[config.mk]
export PLATFORM = sky130hd
export DESIGN_NAME = mbist_engine
export DESIGN_NICKNAME = d
export VERILOG_FILES = /design/src/rtl/mbist_pkg.sv /design/src/rtl/mbist_pat_decode.sv /design/src/rtl/mbist_seq_fsm.sv /design/src/rtl/mbist_resp_chk.sv /design/src/rtl/mbist_engine.sv
export SDC_FILE = /design/constraint.sdc
export NUM_CORES = 1
export LEC_CHECK = 0
export ABC_AREA = 1
export BUFFER_PORTS_ARGS = -buffer_cell sky130_fd_sc_hd__buf_2
export CAP_MARGIN = 20
export CORE_UTILIZATION = 40
export DETAILED_ROUTE_END_ITERATION = 16
export SLEW_MARGIN = 20
export SYNTH_ARGS = -nofsm -noshare
export SYNTH_HDL_FRONTEND = slang
export SYNTH_HIERARCHICAL = 1
export SYNTH_SLANG_ARGS = --single-unit
[constraint.sdc]
create_clock -name clk -period 1.9 [get_ports clk]
set_input_delay 0.19 -clock clk [delete_from_list [all_inputs] [get_ports clk]]
set_output_delay 0.19 -clock clk [all_outputs]
set_load 0.01 [all_outputs]
[src/rtl/mbist_pkg.sv]
package mbist_pkg;

    localparam int unsigned PAT_W   = 3;
    localparam int unsigned NUM_PAT = 6;

    typedef enum logic [3:0] {
        PH_IDLE,
        PH_FILL,
        PH_RD_ALL,
        PH_WR_BASE,
        PH_RD_OTHER,
        PH_RD_BASE_G,
        PH_RD_BASE,
        PH_RESTORE,
        PH_DRAIN,
        PH_DONE
    } phase_e;

    typedef enum logic [1:0] {
        PK_SOLID  = 2'd0,
        PK_WALK   = 2'd1,
        PK_GALLOP = 2'd2
    } pat_kind_e;

endpackage

[src/rtl/mbist_pat_decode.sv]
module mbist_pat_decode
    import mbist_pkg::*;
#(
    parameter int DATA_W = 8
) (
    input  logic [PAT_W-1:0]  pat,
    output pat_kind_e         kind,
    output logic [DATA_W-1:0] bg,
    output logic [DATA_W-1:0] inv
);

    // pattern number: upper bits select the kind, low bit the background
    always_comb begin
        kind = pat_kind_e'(pat[2:1]);
        bg   = {DATA_W{pat[0]}};
        inv  = ~bg;
    end

endmodule

[src/rtl/mbist_seq_fsm.sv]
module mbist_seq_fsm
    import mbist_pkg::*;
#(
    parameter int ADDR_W = 3,
    parameter int DATA_W = 8
) (
    input  logic              clk,
    input  logic              rst_n,
    input  logic              start,
    input  logic              mismatch,
    input  pat_kind_e         kind,
    input  logic [DATA_W-1:0] bg,
    input  logic [DATA_W-1:0] inv,
    output logic [PAT_W-1:0]  pat,
    output logic              mem_en,
    output logic              mem_we,
    output logic [ADDR_W-1:0] mem_addr,
    output logic [DATA_W-1:0] mem_wdata,
    output logic              rd_fire,
    output logic [DATA_W-1:0] rd_exp,
    output logic              clear,
    output logic              done
);

    localparam logic [ADDR_W-1:0] LAST_A   = {ADDR_W{1'b1}};
    localparam logic [PAT_W-1:0]  LAST_PAT = PAT_W'(NUM_PAT - 1);

    typedef struct packed {
        phase_e            phase;
        logic [PAT_W-1:0]  pat;
        logic [ADDR_W-1:0] idx;
        logic [ADDR_W-1:0] base;
        logic [ADDR_W-1:0] ofs;
    } seq_t;

    seq_t seq_d, seq_q;
    logic adv_pat;
    logic running;
    logic [ADDR_W-1:0] other;

    always_comb begin
        seq_d     = seq_q;
        mem_en    = 1'b0;
        mem_we    = 1'b0;
        mem_addr  = seq_q.idx;
        mem_wdata = bg;
        rd_exp    = bg;
        clear     = 1'b0;
        adv_pat   = 1'b0;
        other     = seq_q.base + seq_q.ofs;
        running   = (seq_q.phase != PH_IDLE) && (seq_q.phase != PH_DONE);

        unique case (seq_q.phase)
            PH_IDLE, PH_DONE: begin
                if (start) begin
                    clear       = 1'b1;
                    seq_d.phase = PH_FILL;
                    seq_d.pat   = '0;
                    seq_d.idx   = '0;
                    seq_d.base  = '0;
                    seq_d.ofs   = '0;
                end
            end
            PH_FILL: begin
                mem_en    = 1'b1;
                mem_we    = 1'b1;
                mem_addr  = seq_q.idx;
                mem_wdata = bg;
                if (seq_q.idx == LAST_A) begin
                    seq_d.idx   = '0;
                    seq_d.base  = '0;
                    seq_d.phase = (kind == PK_SOLID) ? PH_RD_ALL : PH_WR_BASE;
                end else begin
                    seq_d.idx = seq_q.idx + 1'b1;
                end
            end
            PH_RD_ALL: begin
                mem_en   = 1'b1;
                mem_addr = seq_q.idx;
                rd_exp   = bg;
                if (seq_q.idx == LAST_A) adv_pat = 1'b1;
                else seq_d.idx = seq_q.idx + 1'b1;
            end
            PH_WR_BASE: begin
                mem_en      = 1'b1;
                mem_we      = 1'b1;
                mem_addr    = seq_q.base;
                mem_wdata   = inv;
                seq_d.ofs   = ADDR_W'(1);
                seq_d.phase = PH_RD_OTHER;
            end
            PH_RD_OTHER: begin
                mem_en   = 1'b1;
                mem_addr = other;
                rd_exp   = bg;
                if (kind == PK_GALLOP) seq_d.phase = PH_RD_BASE_G;
                else if (seq_q.ofs == LAST_A) seq_d.phase = PH_RD_BASE;
                else seq_d.ofs = seq_q.ofs + 1'b1;
            end
            PH_RD_BASE_G: begin
                mem_en   = 1'b1;
                mem_addr = seq_q.base;
                rd_exp   = inv;
                if (seq_q.ofs == LAST_A) begin
                    seq_d.phase = PH_RESTORE;
                end else begin
                    seq_d.ofs   = seq_q.ofs + 1'b1;
                    seq_d.phase = PH_RD_OTHER;
                end
            end
            PH_RD_BASE: begin
                mem_en      = 1'b1;
                mem_addr    = seq_q.base;
                rd_exp      = inv;
                seq_d.phase = PH_RESTORE;
            end
            PH_RESTORE: begin
                mem_en    = 1'b1;
                mem_we    = 1'b1;
                mem_addr  = seq_q.base;
                mem_wdata = bg;
                if (seq_q.base == LAST_A) begin
                    adv_pat = 1'b1;
                end else begin
                    seq_d.base  = seq_q.base + 1'b1;
                    seq_d.phase = PH_WR_BASE;
                end
            end
            PH_DRAIN: seq_d.phase = PH_DONE;
            default:  seq_d.phase = PH_IDLE;
        endcase

        if (adv_pat) begin
            if (seq_q.pat == LAST_PAT) begin
                seq_d.phase = PH_DRAIN;
            end else begin
                seq_d.pat   = seq_q.pat + 1'b1;
                seq_d.idx   = '0;
                seq_d.phase = PH_FILL;
            end
        end

        if (running && mismatch) seq_d.phase = PH_DONE;
    end

    always_ff @(posedge clk or negedge rst_n) begin
        if (!rst_n) seq_q <= '{phase: PH_IDLE, default: '0};
        else        seq_q <= seq_d;
    end

    assign pat     = seq_q.pat;
    assign rd_fire = mem_en && !mem_we;
    assign done    = (seq_q.phase == PH_DONE);


    wdata_level_chk: assert property (@(posedge clk) disable iff (!rst_n)
        mem_we |-> (mem_wdata == '0 || mem_wdata == '1));


    done_hold_chk: assert property (@(posedge clk) disable iff (!rst_n)
        (done && !start) |=> done);


    busy_start_chk: assert property (@(posedge clk) disable iff (!rst_n)
        (running && start) |=> !(seq_q.phase == PH_FILL && seq_q.pat == '0 && seq_q.idx == '0));

endmodule

[src/rtl/mbist_resp_chk.sv]
module mbist_resp_chk
    import mbist_pkg::*;
#(
    parameter int ADDR_W = 3,
    parameter int DATA_W = 8
) (
    input  logic              clk,
    input  logic              rst_n,
    input  logic              clear,
    input  logic              rd_fire,
    input  logic [ADDR_W-1:0] rd_addr,
    input  logic [DATA_W-1:0] rd_exp,
    input  logic [PAT_W-1:0]  rd_pat,
    input  logic [DATA_W-1:0] mem_rdata,
    output logic              mismatch,
    output logic              fail,
    output logic [ADDR_W-1:0] fail_addr,
    output logic [PAT_W-1:0]  fail_pat
);

    typedef struct packed {
        logic              pend;
        logic [ADDR_W-1:0] addr;
        logic [DATA_W-1:0] exp;
        logic [PAT_W-1:0]  pat;
        logic              fail;
        logic [ADDR_W-1:0] fail_addr;
        logic [PAT_W-1:0]  fail_pat;
    } chk_t;

    chk_t chk_d, chk_q;

    always_comb begin
        chk_d      = chk_q;
        mismatch   = chk_q.pend && !chk_q.fail && (mem_rdata != chk_q.exp);
        chk_d.pend = rd_fire;
        chk_d.addr = rd_addr;
        chk_d.exp  = rd_exp;
        chk_d.pat  = rd_pat;
        if (mismatch) begin
            chk_d.fail      = 1'b1;
            chk_d.fail_addr = chk_q.addr;
            chk_d.fail_pat  = chk_q.pat;
        end
        if (clear) begin
            chk_d.pend      = 1'b0;
            chk_d.fail      = 1'b0;
            chk_d.fail_addr = '0;
            chk_d.fail_pat  = '0;
        end
    end

    always_ff @(posedge clk or negedge rst_n) begin
        if (!rst_n) chk_q <= '0;
        else        chk_q <= chk_d;
    end

    assign fail      = chk_q.fail;
    assign fail_addr = chk_q.fail_addr;
    assign fail_pat  = chk_q.fail_pat;


    sticky_fail_chk: assert property (@(posedge clk) disable iff (!rst_n)
        (fail && !clear) |=> (fail && $stable(fail_addr) && $stable(fail_pat)));

endmodule

[src/rtl/mbist_engine.sv]
module mbist_engine
    import mbist_pkg::*;
#(
    parameter int ADDR_W = 3,
    parameter int DATA_W = 8
) (
    input  logic              clk,
    input  logic              rst_n,
    input  logic              start,
    output logic              mem_en,
    output logic              mem_we,
    output logic [ADDR_W-1:0] mem_addr,
    output logic [DATA_W-1:0] mem_wdata,
    input  logic [DATA_W-1:0] mem_rdata,
    output logic              done,
    output logic              fail,
    output logic [ADDR_W-1:0] fail_addr,
    output logic [PAT_W-1:0]  fail_pat
);

    pat_kind_e         kind;
    logic [DATA_W-1:0] bg, inv, rd_exp;
    logic [PAT_W-1:0]  pat;
    logic              mismatch, rd_fire, clear;

    mbist_pat_decode #(.DATA_W(DATA_W)) u_dec (
        .pat(pat), .kind(kind), .bg(bg), .inv(inv)
    );

    mbist_seq_fsm #(.ADDR_W(ADDR_W), .DATA_W(DATA_W)) u_fsm (
        .clk(clk), .rst_n(rst_n), .start(start), .mismatch(mismatch),
        .kind(kind), .bg(bg), .inv(inv), .pat(pat),
        .mem_en(mem_en), .mem_we(mem_we), .mem_addr(mem_addr), .mem_wdata(mem_wdata),
        .rd_fire(rd_fire), .rd_exp(rd_exp), .clear(clear), .done(done)
    );

    mbist_resp_chk #(.ADDR_W(ADDR_W), .DATA_W(DATA_W)) u_chk (
        .clk(clk), .rst_n(rst_n), .clear(clear), .rd_fire(rd_fire),
        .rd_addr(mem_addr), .rd_exp(rd_exp), .rd_pat(pat), .mem_rdata(mem_rdata),
        .mismatch(mismatch), .fail(fail), .fail_addr(fail_addr), .fail_pat(fail_pat)
    );


    fail_latency_chk: assert property (@(posedge clk) disable iff (!rst_n)
        $rose(fail) |-> ($past(rd_fire, 2) && fail_addr == $past(mem_addr, 2)));


    fail_stops_chk: assert property (@(posedge clk) disable iff (!rst_n)
        fail |-> (done && !mem_en));

endmodule

## Word-level counts from Yosys, hierarchy flattened

Index checks and enable logic that the tools add are counted.

- Bits of input ports: 11
- Memory bits (read-only): 0
- Logic and storage cells: 99
- Bits in latches: 0
- Memories: 0
- Memory bits (writable): 0
- Register bits after elaboration: 38
- Output and inout port bits: 21

- Add/sub/neg operators: 5
- Reduce and logical (&&, ||, !) cells: 21
- Multiplexer cells: 35
- Equality and inequality tests: 25
- Order comparisons: 0
- $mul: 0
- Bitwise gates (word level): 1
- Div/mod/pow operators: 0
- Shift operators: 0

Operator list:

| kind | number |
|---|---|
| case mux 4 bit (9 select lines) | 1 |
| 2-to-1 mux 4 bit | 6 |
| 2-to-1 mux 3 bit | 7 |
| case mux 3 bit (3 select lines) | 2 |
| == test 4 x 3 -> 1 bit (second input constant) | 4 |
| 2-to-1 mux 16 bit | 1 |
| 2-to-1 mux 8 bit | 2 |
| 2-to-1 mux 7 bit | 2 |
| adder 3 x 1 -> 3 bit (second input constant) | 4 |
| == test 3 bit (second input constant) | 4 |
| case mux 3 bit (4 select lines) | 1 |
| 2-to-1 mux 10 bit | 1 |
| == test 4 x 2 -> 1 bit (second input constant) | 2 |
| == test 4 bit (second input constant) | 2 |
| 2-to-1 mux 1 bit | 8 |
| inequality test 8 bit | 1 |
| inverter 8 bit | 1 |
| nonzero test 4 bit | 2 |
| OR reduction 7 bit | 1 |
| 2-to-1 mux 6 bit | 1 |
| inequality test 2 bit (second input constant) | 3 |
| case mux 3 bit (2 select lines) | 1 |
| logical AND 1 bit | 5 |
| inequality test 5 x 1 -> 1 bit (second input constant) | 1 |
| other kinds (22) | 24 |

## Logic depth before layout (Yosys ltp)

Gate-level depths: netlist (run 1).

- Depth in word-level cells: 6
- Mapped depth: 15
- Mapped depth without buffers: 15

## By module

The synthesis (run 1) kept the hierarchy.

By module, submodules not included:

| module | times used | area an instance (µm²) | seq. area each (µm²) | cells each |
|---|---|---|---|---|
| mbist_seq_fsm | 1 | 1552.7 | 400.4 | 230 |
| mbist_resp_chk | 1 | 935.9 | 550.5 | 91 |
| mbist_pat_decode | 1 | 131.4 | 0.0 | 18 |

## Least setup slack after synthesis (run 1)

No wires, ideal clock.

- Path kind: register -> output
- Start point: register u_fsm/seq_q[0] in the netlist's numbering
- End point: output mem_addr[1]
- Stages on the path, launching flop included: 5
- Data required time: 1710 ps
- Data arrival time: 1650 ps
- Path buffers: 0
- Slack: 60 ps
- Path through: dfrtp_1 ha_1 inv_1 fa_1 o311ai_0

- Longest elaborated chain between the ends: 2

Ends and longest elaborated chain:

| what | line | source |
|---|---|---|
| from (decl) | mbist_seq_fsm.sv:36 | `seq_t seq_d, seq_q;` |
| from (signal assigned) | mbist_seq_fsm.sv:148 | `else seq_q <= seq_d;` |
| adder 3 bit | mbist_seq_fsm.sv:50 | `other = seq_q.base + seq_q.ofs;` |
| case mux 3 bit (2 select lines) | mbist_seq_fsm.sv:53 | `unique case (seq_q.phase)` |
| to (decl) | mbist_engine.sv:12 | `output logic [ADDR_W-1:0] mem_addr,` |

Every way passes these cells.

## Worst setup path after layout (run 1)

Same ends and word-level chain as after synthesis.

==> impl_metrics.yaml, run 1 <==
outcome:
  status: "finished with violations"
  violations: "negative setup slack"
critical_path:
  cp_slowest_cell: "fa_1"
  crit_chain: "ha_2 -> inv_2 -> fa_1 -> o311ai_2 -> buf_4 -> buf_6"
  cp.arrival_ns: 1.85
  critPathMaxStageDelay_ns: 0.42
  required_ns: 1.71
  critPathLaunch: "u_fsm/seq_q[0]"
  reg2reg_slack_ns: 0.11
  worst-path-max-fanout: 2
  start_kind: "flip-flop"
  r2r_cells: 12
  crit_end: "mem_addr[1]"
  r2r-end: "u_fsm/seq_q[12]"
  rr_startpoint: "u_fsm/seq_q[0]"
  cp-end-kind: "output port"
  critical_path_class: "flip-flop to output port"
timing:
  slew_viol_final: 0
  whs_ns: 0.319
  max_clock_freq_mhz: 491
  tightestPinTransition_ns: 0.514
  finalHoldViolations: 0
  fin_tns_setup_ns: -0.213
  setup_viol: 2
  rsz0062_at_grt: "true"
  min_period_ns: 2.04
  finClkSkew_ns: 0.00635
  slew_headroom_pct: 65.6
  final.setup.worst_slack_ns: -0.136
  min_period_over_period_pct: 107
die:
  ios: 32
  num_rows: 29
  die-area_um2: 6880
  core-area_um2: 6350
  die_x_um: 82.9
  die_h_um: 82.9
  initial_core_util_pct: 41.3
power:
  power_density_nw_per_um2: 1330
  pwr-share-seq_pct: 29.1
  clkPwrFrac_pct: 21.0
  ir_drop_mv: 0.582
  leakagePower_nw: 1.66
  p_sw_mw: 1.68
  switching_share_pct: 42.0
  comb_power_share_pct: 50.0
  p_int_mw: 2.32
  finalPower_mw: 4.00
clock_network:
  cts-htree-levels: 2
  numCtsBuffers: 5
  clk_pin_slew_ns: 0.08
  clk_latency_ns: 0.30
  root_buffer: "clkbuf_8"
  clkSinkCount: 38
  cts_tree: "done"
  max-clock-path-buffers: 2
logic_synthesis:
  synthSimpleGateAreaFrac_pct: 31.1
  synth_top_family_by_area: "simple AND/OR/NAND/NOR gates"
  synth_cell_types: 31
  syn_area_um2: 2620
  synth_area_leaders: "dfrtp_1 36%, nand2_1 12%, buf_4 7.7%, inv_1 7.0%, ha_1 5.3%"
  yosysSeqAreaShare_pct: 36.3
  netlist_instances: 339
  synth_compound_area_share_pct: 8.88
  synth_nets: 362
  synthMuxAreaShare_pct: 0
  synth.largest_area_cell: "dfrtp_1"
  synthAdderAreaFrac_pct: 6.02
  synth_xor_area_share_pct: 1.67
  yosys_warnings: 6
  post_synth.cell_area_avg_um2: 7.73
  ys_ff_latch: 38
  synth_top_area_share_pct: 36.3
global_routing:
  grt-ovfl-total: 0
  grt_pass1_vias: 1941
  grt.total_usage_pct: 16.5
  grt_max_degree: 39
  antenna_found_initial: 0
  grt_pass1_wl_um: 9190
detailed_routing:
  drtIter0Drc: 140
  routed_wl_um: 5320
  post_drt_wl_per_cell_um: 12.0
  drc: 0
  firstDrtPassIters: 4
  ant_nets: 0
  vias: 2113
  vias_per_cell: 4.75
place:
  place_area_um2: 2730
  place_inst: 427
  portBuffers: 31
  routabilityCongestion: 0.872
  pre_cts_ws_ns: 0.0258
  dp_hpwl_um: 3940
layout:
  design_area_um2: 3010
  diodes: 0
  final_net_count: 390
  drive_above_1_share_pct: 29.9
  final_cells: 445
  area_growth_pct: 14.7
  fin_util_pct: 47.3
  nFillCells: 610
min_path:
  hold_path_class: "input pin to flip-flop"
run:
  maxCapViolCount: 0
## kinds of logic after synthesis
kind of cell | Yosys count
DFF | 38
adders and majority gates | 12
AOI/OAI and AO/OA | 42
buffers and inverters | 82
and+or+nand+nor | 160
xor gates and xnor gates | 5
## cell type report
class / count / area, um^2 / area share [%]
clock buffer: 5 / 68.8 / 2.29
tap: 77 / 96.3 / 3.21
multi-input combinational: 219 / 1310 / 43.4
inverter: 51 / 191 / 6.37
sequential: 38 / 953 / 31.7
timing repair buffer: 52 / 322 / 10.7
clock inverter: 3 / 68.8 / 2.29
## worst min-delay path by stage
stage | startpoint | to | slack [ns] | cells past startpoint
after floorplan | rst_n | u_chk/chk_q[10] | -0.11 | 0
after global routing | start | u_fsm/pat[0] | 0.34 | 4
after CTS | start | u_fsm/pat[0] | 0.31 | 4
after global placement | rst_n | u_fsm/seq_q[6] | 0.28 | 2
after detailed placement | rst_n | u_fsm/seq_q[8] | 0.28 | 2
final | start | u_fsm/pat[0] | 0.32 | 4
## flip-flops by register name (all words and copies together) (netlist names)
register         cells
u_chk/chk_q         15
u_chk/fail_pat       3
u_chk/fail           1
u_fsm/pat            3
u_fsm/seq_q         13
u_chk/fail_addr      3
## metal layers
metal  wire length, um  share of wire, %  global-route usage [%]
met5                 0                 0                       0
met4               114               2.1                    6.74
met3               255               4.8                    2.68
met2              2390                45                    25.8
met1              2560                48                    22.8
## cell usage in the layout, fill, tap and decap left out, types with 11 or more instances in the layout
| cell | instances |
|---|---|
| buf_2 | 30 |
| buf_4 | 20 |
| dfrtp_1 | 36 |
| inv_1 | 47 |
| nand2_1 | 82 |
| nand2_2 | 11 |
| nand3_1 | 12 |
| nor2_1 | 19 |
| o21ai_0 | 18 |
## worst max-delay path: cells and delay by family, from the launching register on
kind                     cells  cell delay [ns]
adder cells (fa/ha/maj)      2             0.61
flip-flops                   1             0.40
buffers and inverters        3             0.30
AO/OA/AOI/OAI                1             0.22
## Yosys cell counts, drive strengths merged
master / number
dfrtp: 38
xor2: 1
and3: 1
nand2: 98
nand3: 20
ha: 11
o22ai: 1
xnor2: 4
inv: 51
clkbuf: 1
a21oi: 7
or2: 2
fa: 1
a211oi: 1
o21ai: 30
o311ai: 3
buf: 30
nor2: 31
nand4: 7
nand3b: 1
## what timing repair did
action,CTS,global route
endpoints found under the hold margin,38,0
cloned,0,0
gates resized for setup,13,11
hold buffers,1,0
setup endpoints to repair,11,18
pin swaps,4,5
buffers inserted,3,6
## power by group through the flow
stage	Clock (mW)	Combinational [mW]	Sequential, mW
finish	0.838	2.00	1.16
global route	0.882	2.24	1.20
CTS	0.860	1.88	1.16
detailed placement	0	1.80	1.17
global placement	0	1.79	1.17
floorplan	0	1.37	1.13
Power figures use the tool's default switching activity.
==> run 2, diff against run 1 <==
--- a/config.mk
+++ b/config.mk
@@ -10,8 +10,6 @@
 export CAP_MARGIN = 20
 export CORE_UTILIZATION = 40
 export DETAILED_ROUTE_END_ITERATION = 16
-export SLEW_MARGIN = 20
 export SYNTH_ARGS = -nofsm -noshare
 export SYNTH_HDL_FRONTEND = slang
-export SYNTH_HIERARCHICAL = 1
 export SYNTH_SLANG_ARGS = --single-unit
==> impl_metrics.yaml, run 2 <==
logic_synthesis:
  synth_commonest_cells: "75 x nand2_1, 33 x inv_1, 31 x dfrtp_1"
  post_synth.cell_area_avg_um2: 7.64
  synthMostInstantiatedCell: "nand2_1"
  synth_top_area_share_pct: 38.8
  synth_nets: 285
  synth-edff-count: 0
  synth_cell_types: 29
  yosys_warnings: 0
  synth_ff_type: "dfrtp_1"
  synth_area_leaders: "dfrtp_1 39%, nand2_1 14%, ha_1 6.9%, inv_1 6.2%, buf_4 6.0%"
  ys_ff_latch: 31
  async_reset_ff_share_pct: 100
  synth.largest_area_cell: "dfrtp_1"
  yosysSeqAreaShare_pct: 38.8
  netlist_instances: 262
  syn_area_um2: 2000
die:
  num_rows: 25
  ios: 32
  initial_core_util_pct: 42.1
  die_h_um: 72.7
  die_x_um: 72.7
  die-area_um2: 5290
  core-area_um2: 4750
layout:
  final_common_cell: "nand2_1"
  diodes: 0
  reg_top3: "u_fsm.seq_q: 13 flops, u_chk.chk_q: 8 flops"
  drive_above_1_share_pct: 26.8
  layout_common_cells: "74 x nand2_1, 31 x inv_1, 30 x buf_2, 30 x dfrtp_1, 25 x nor2_1"
  area_growth_pct: 15.4
  largest_reg_flops: 13
  final_cells: 358
  final_net_count: 314
  top_register: "u_fsm.seq_q"
  fin_util_pct: 48.6
timing:
  finalHoldViolations: 0
  whs_ns: 0.271
  min_period_ns: 1.94
  min_period_over_period_pct: 102
  slew_headroom_pct: 54.1
  final.setup.worst_slack_ns: -0.0412
  setup_viol: 1
  finClkSkew_ns: 0.0136
  max_clock_freq_mhz: 515
  rsz0062_at_grt: "true"
  slew_viol_final: 0
  tightestPinTransition_ns: 0.689
  fin_tns_setup_ns: -0.0412
detailed_routing:
  vias_per_cell: 4.63
  ant_nets: 0
  vias: 1658
  drc: 0
  drtIter0Drc: 52
  post_drt_wl_per_cell_um: 11.5
  firstDrtPassIters: 4
  routed_wl_um: 4120
critical_path:
  worst-path-max-fanout: 2
  required_ns: 1.71
  cp.arrival_ns: 1.75
  critical_path_class: "flip-flop to output port"
  cp-end-kind: "output port"
  start_kind: "flip-flop"
place:
  routabilityCongestion: 0.909
  portBuffers: 31
  place_inst: 347
  pre_cts_ws_ns: 0.136
  dp_hpwl_um: 3230
power:
  switching_share_pct: 45.2
  p_sw_mw: 1.32
  p_int_mw: 1.60
  ir_drop_mv: 0.668
  clkPwrFrac_pct: 18.1
  power_density_nw_per_um2: 1260
  leakagePower_nw: 1.29
  comb_power_share_pct: 50.3
  pwr-share-seq_pct: 31.6
global_routing:
  grt_max_degree: 32
  grt_pass1_vias: 1537
  antenna_found_initial: 0
  grt_pass1_wl_um: 7060
  grt-ovfl-total: 0
  grt.total_usage_pct: 17.7
clock_network:
  root_buffer: "clkbuf_8"
  max-clock-path-buffers: 2
  cts_tree: "done"
  clkSinkCount: 31
  cts-htree-levels: 2
  clk_pin_slew_ns: 0.07
  numCtsBuffers: 5
  clk_latency_ns: 0.29
run:
  maxCapViolCount: 0
min_path:
  hold_path_class: "input pin to flip-flop"
outcome:
  status: "finished with violations"
  violations: "negative setup slack"
[run 2: cell types whose count changed after synthesis, sizes merged, moves of 3 or more]
cell    before  now
dfrtp       38   31
a21oi        7    3
o21ai       30   12
nor2        31   36
o311ai       3    0
buf         30   16
inv         51   36
nand2       98   82
[run 2: critical path, stage by stage (launching register included)]
cell and delay [ns]:
dfrtp_1 0.40, ha_2 0.20, fa_2 0.33, xor2_1 0.16, o211ai_1 0.21, buf_2 0.17
[run 2: timing repair]
action | in CTS | in global routing
cloned | 0 | 0
gates resized for setup | 3 | 12
endpoints found under the hold margin | 31 | 0
setup buffers | 2 | 1
hold buffers | 1 | 0
setup endpoints to repair | 11 | 11
pin swaps | 1 | 2
[run 2: layout make-up]
type | instances | area (um^2)
well taps | 67 | 83.8
inverters | 36 | 140
flip-flops and latches | 31 | 777
clock buffers | 6 | 82.6
multi-input cells | 179 | 1000
clock inverters | 1 | 5.00
repair buffers | 38 | 216
fillers | 511 | 2440
[run 2: through the flow]
stage                     instance area (um^2)  power, mW
after global placement                    2140       2.35
final                                     2310       2.92
after detailed placement                  2140       2.35
after CTS                                 2260       2.90
after floorplan                           2000       2.00
after global routing                      2310       3.20
[run 2: cell families after synthesis]
group	Yosys count	share of synthesized area, %
AOI/OAI and AO/OA	20	6.07
adders and majority gates	12	7.88
and+or+nand+nor	143	32.8
DFF	31	38.8
buffers and inverters	52	12.8
xor gates and xnor gates	4	1.75
[run 2: path summary, 6_finish.rpt]
check                                  endpoint  depth (start not counted)           start  slack [ns]
worst max register to register  u_fsm.seq_q[12]                         12  u_fsm.seq_q[3]        0.13
worst max-delay path                mem_addr[2]                          5  u_fsm.seq_q[3]       -0.04
max in group asynchronous       u_fsm.seq_q[13]                          2           rst_n        0.94
min in group asynchronous       u_fsm.seq_q[15]                          2           rst_n        0.48
worst min register to register   u_chk.chk_q[9]                          0    u_fsm.pat[2]        0.44
worst min-delay path               u_fsm.pat[1]                          4           start        0.27
[run 2: power by group through the flow]
| stage | logic (mW) | registers, mW | clock network (mW) |
|---|---|---|---|
| after floorplan | 1.10 | 0.906 | 0 |
| after global placement | 1.43 | 0.925 | 0 |
| after detailed placement | 1.42 | 0.929 | 0 |
| after CTS | 1.44 | 0.915 | 0.548 |
| after global routing | 1.67 | 0.943 | 0.588 |
| final | 1.47 | 0.923 | 0.530 |
[run 2: metal layers]
metal / vias up / global-route usage [%] / wire length [um]
li1: 865 / - / -
met1: 748 / 23.6 / 1940
met2: 39 / 27.8 / 1940
met3: 6 / 4.28 / 180
met4: 0 / 6.97 / 51
met5: - / 0 / 0
==> run 3, diff against run 2 <==
--- a/config.mk
+++ b/config.mk
@@ -5,11 +5,11 @@
 export SDC_FILE = /design/constraint.sdc
 export NUM_CORES = 1
 export LEC_CHECK = 0
-export ABC_AREA = 1
 export BUFFER_PORTS_ARGS = -buffer_cell sky130_fd_sc_hd__buf_2
 export CAP_MARGIN = 20
 export CORE_UTILIZATION = 40
 export DETAILED_ROUTE_END_ITERATION = 16
+export PLACE_DENSITY = 0.59
 export SYNTH_ARGS = -nofsm -noshare
 export SYNTH_HDL_FRONTEND = slang
 export SYNTH_SLANG_ARGS = --single-unit
==> constraint.sdc (replaced) <==
create_clock -name clk -period 1.85 [get_ports clk]
set_input_delay 0.185 -clock clk [delete_from_list [all_inputs] [get_ports clk]]
set_output_delay 0.185 -clock clk [all_outputs]
set_load 0.01 [all_outputs]
==> impl_metrics.yaml, run 3 <==
layout:
  reg_top3: "u_fsm.seq_q: 13 flops, u_chk.chk_q: 8 flops"
  drive_above_1_share_pct: 40.4
  largest_reg_flops: 13
  nFillCells: 486
  final_common_cell: "buf_4"
  top_register: "u_fsm.seq_q"
  final_net_count: 329
  layout_common_cells: "47 x buf_4, 27 x dfrtp_1, 24 x nor2_1, 23 x buf_2, 22 x nand2_1"
  diodes: 0
  fin_util_pct: 57.4
  area_growth_pct: 37.1
timing:
  setup_viol: 2
  min_period_over_period_pct: 111
  final.setup.worst_slack_ns: -0.208
  whs_ns: 0.407
  finClkSkew_ns: 0.00835
  min_period_ns: 2.06
  tightestPinTransition_ns: 0.700
  slew_viol_final: 0
  max_clock_freq_mhz: 486
  slew_headroom_pct: 53.4
  rsz0062_at_grt: "true"
  finalHoldViolations: 0
logic_synthesis:
  netlist_instances: 244
  post_synth.cell_area_avg_um2: 8.81
  yosysSeqAreaShare_pct: 36.1
  synth_commonest_cells: "31 x dfrtp_1, 24 x nand2_1, 24 x nor2_1"
  async_reset_ff_share_pct: 100
  ys_ff_latch: 31
  yosys_warnings: 0
  synth-edff-count: 0
  synth_nets: 267
  synthMostInstantiatedCell: "dfrtp_1"
  synth_ff_type: "dfrtp_1"
  synth_area_leaders: "dfrtp_1 36%, ha_1 6.4%, buf_4 5.6%, mux2i_1 4.7%, nand2_1 4.2%"
  syn_area_um2: 2150
  synth_top_area_share_pct: 36.1
  synth.largest_area_cell: "dfrtp_1"
  synth_cell_types: 53
detailed_routing:
  vias: 1928
  drtIter0Drc: 93
  drc: 0
  met1_length_um: 2680
  topRoutingLayerUsed: "met4"
  post_drt_wl_per_cell_um: 14.7
  wl_met2_um: 2590
  routed_wl_um: 5560
  ant_nets: 0
  wl_met3_um: 191
  vias_per_cell: 5.11
  firstDrtPassIters: 4
die:
  ios: 32
  die_x_um: 75.3
  initial_core_util_pct: 41.8
  core-area_um2: 5140
  die-area_um2: 5670
  num_rows: 26
  die_h_um: 75.3
global_routing:
  grt_pass1_wl_um: 8650
  grt.total_usage_pct: 21.2
  grt_pass1_vias: 1782
  grt-ovfl-total: 0
  grt_max_degree: 32
  antenna_found_initial: 0
power:
  ir_drop_mv: 0.665
  leakagePower_nw: 1.37
  power_density_nw_per_um2: 1550
critical_path:
  critical_path_class: "flip-flop to output port"
  worst-path-max-fanout: 4
  cp-end-kind: "output port"
  cp.arrival_ns: 1.87
  required_ns: 1.66
  start_kind: "flip-flop"
clock_network:
  max-clock-path-buffers: 2
  clk_latency_ns: 0.29
  clk_pin_slew_ns: 0.07
  clkSinkCount: 31
  numCtsBuffers: 5
  cts-htree-levels: 2
  root_buffer: "clkbuf_8"
  cts_tree: "done"
place:
  dp_hpwl_um: 3830
  pre_cts_ws_ns: -0.0261
  routabilityCongestion: 0.906
  portBuffers: 31
min_path:
  hold_path_class: "input pin to flip-flop"
outcome:
  status: "finished with violations"
  violations: "negative setup slack"
run:
  maxCapViolCount: 0
## run 3: cell count changes in the layout (fill, tap and decap cells not counted), sizes merged, moves of 10 or more
cell   change
buf       +45
nand3     -10
nand2     -58
a21oi     +11
mux2i     +10
nor2      -12
inv       -23
## run 3: critical path, stage by stage, from the launching register on
cell and delay, ns:
dfrtp_1 0.42, ha_2 0.21, fa_1 0.49, a21oi_2 0.05
o211ai_1 0.24, buf_2 0.18
## run 3: worst paths after layout
kind / slack (ns) / start / cells after the start / to
setup / recovery: -0.21 / u_fsm.seq_q[3] / 5 / mem_addr[1]
hold / removal: 0.41 / start / 3 / u_fsm.seq_q[0]
setup reg to reg: 0.02 / u_fsm.seq_q[15] / 6 / u_fsm.seq_q[3]
hold reg to reg: 0.50 / u_chk.chk_q[7] / 2 / u_chk.fail_pat[0]
max in group asynchronous: 0.88 / rst_n / 2 / u_fsm.seq_q[12]
min in group asynchronous: 0.48 / rst_n / 2 / u_chk.fail_addr[1]
## run 3: what timing repair did
item,4_1_cts,5_1_grt
pin swaps,5,12
setup endpoints to repair,15,23
resized for setup,16,36
hold buffers,1,0
buffers inserted,4,12
endpoints found under the hold margin,31,0
## run 3: logic make-up after synthesis
logic type      Yosys count  synth area share, %
xor+xnor                  7                 2.85
simple gates             91                 22.1
flops                    31                 36.1
mux                      11                 5.18
fa+ha+maj                12                 7.33
buf+inv                  40                 10.5
compound gates           52                 15.9
## run 3: final cells by class
cell class	count	area, um^2	share of cell area (%)
multi-input combinational	173	1310	44.4
sequential	31	781	26.5
clock inverter	1	7.51	0.255
timing repair buffer	83	622	21.1
clock buffer	7	96.3	3.27
inverter	12	45.0	1.53
tap	70	87.6	2.97
## run 3: routing by layer
layer,vias to the layer above,track usage (%)
li1,974,-
met1,907,28.3
met2,37,34.2
met3,10,3.70
met4,0,8.23
met5,-,0
## run 3: power breakdown
group | internal (mW) | switching (mW) | total [mW]
logic | 1.43 | 1.50 | 2.93
clock network | 0.338 | 0.265 | 0.604
registers | 0.863 | 0.159 | 1.02
total | 2.63 | 1.92 | 4.56
## run 3: per-stage QoR
stage / instances / setup TNS [ns] / total power, mW / instance area (um^2)
after floorplan: 244 / 0 / 2.68 / 2170
after global placement: 352 / 0 / 3.42 / 2490
after detailed placement: 352 / -0.0261 / 3.43 / 2490
after CTS: 365 / -0.366 / 4.16 / 2680
after global routing: 377 / -1.13 / 4.90 / 2950
final: 377 / -0.377 / 4.56 / 2950
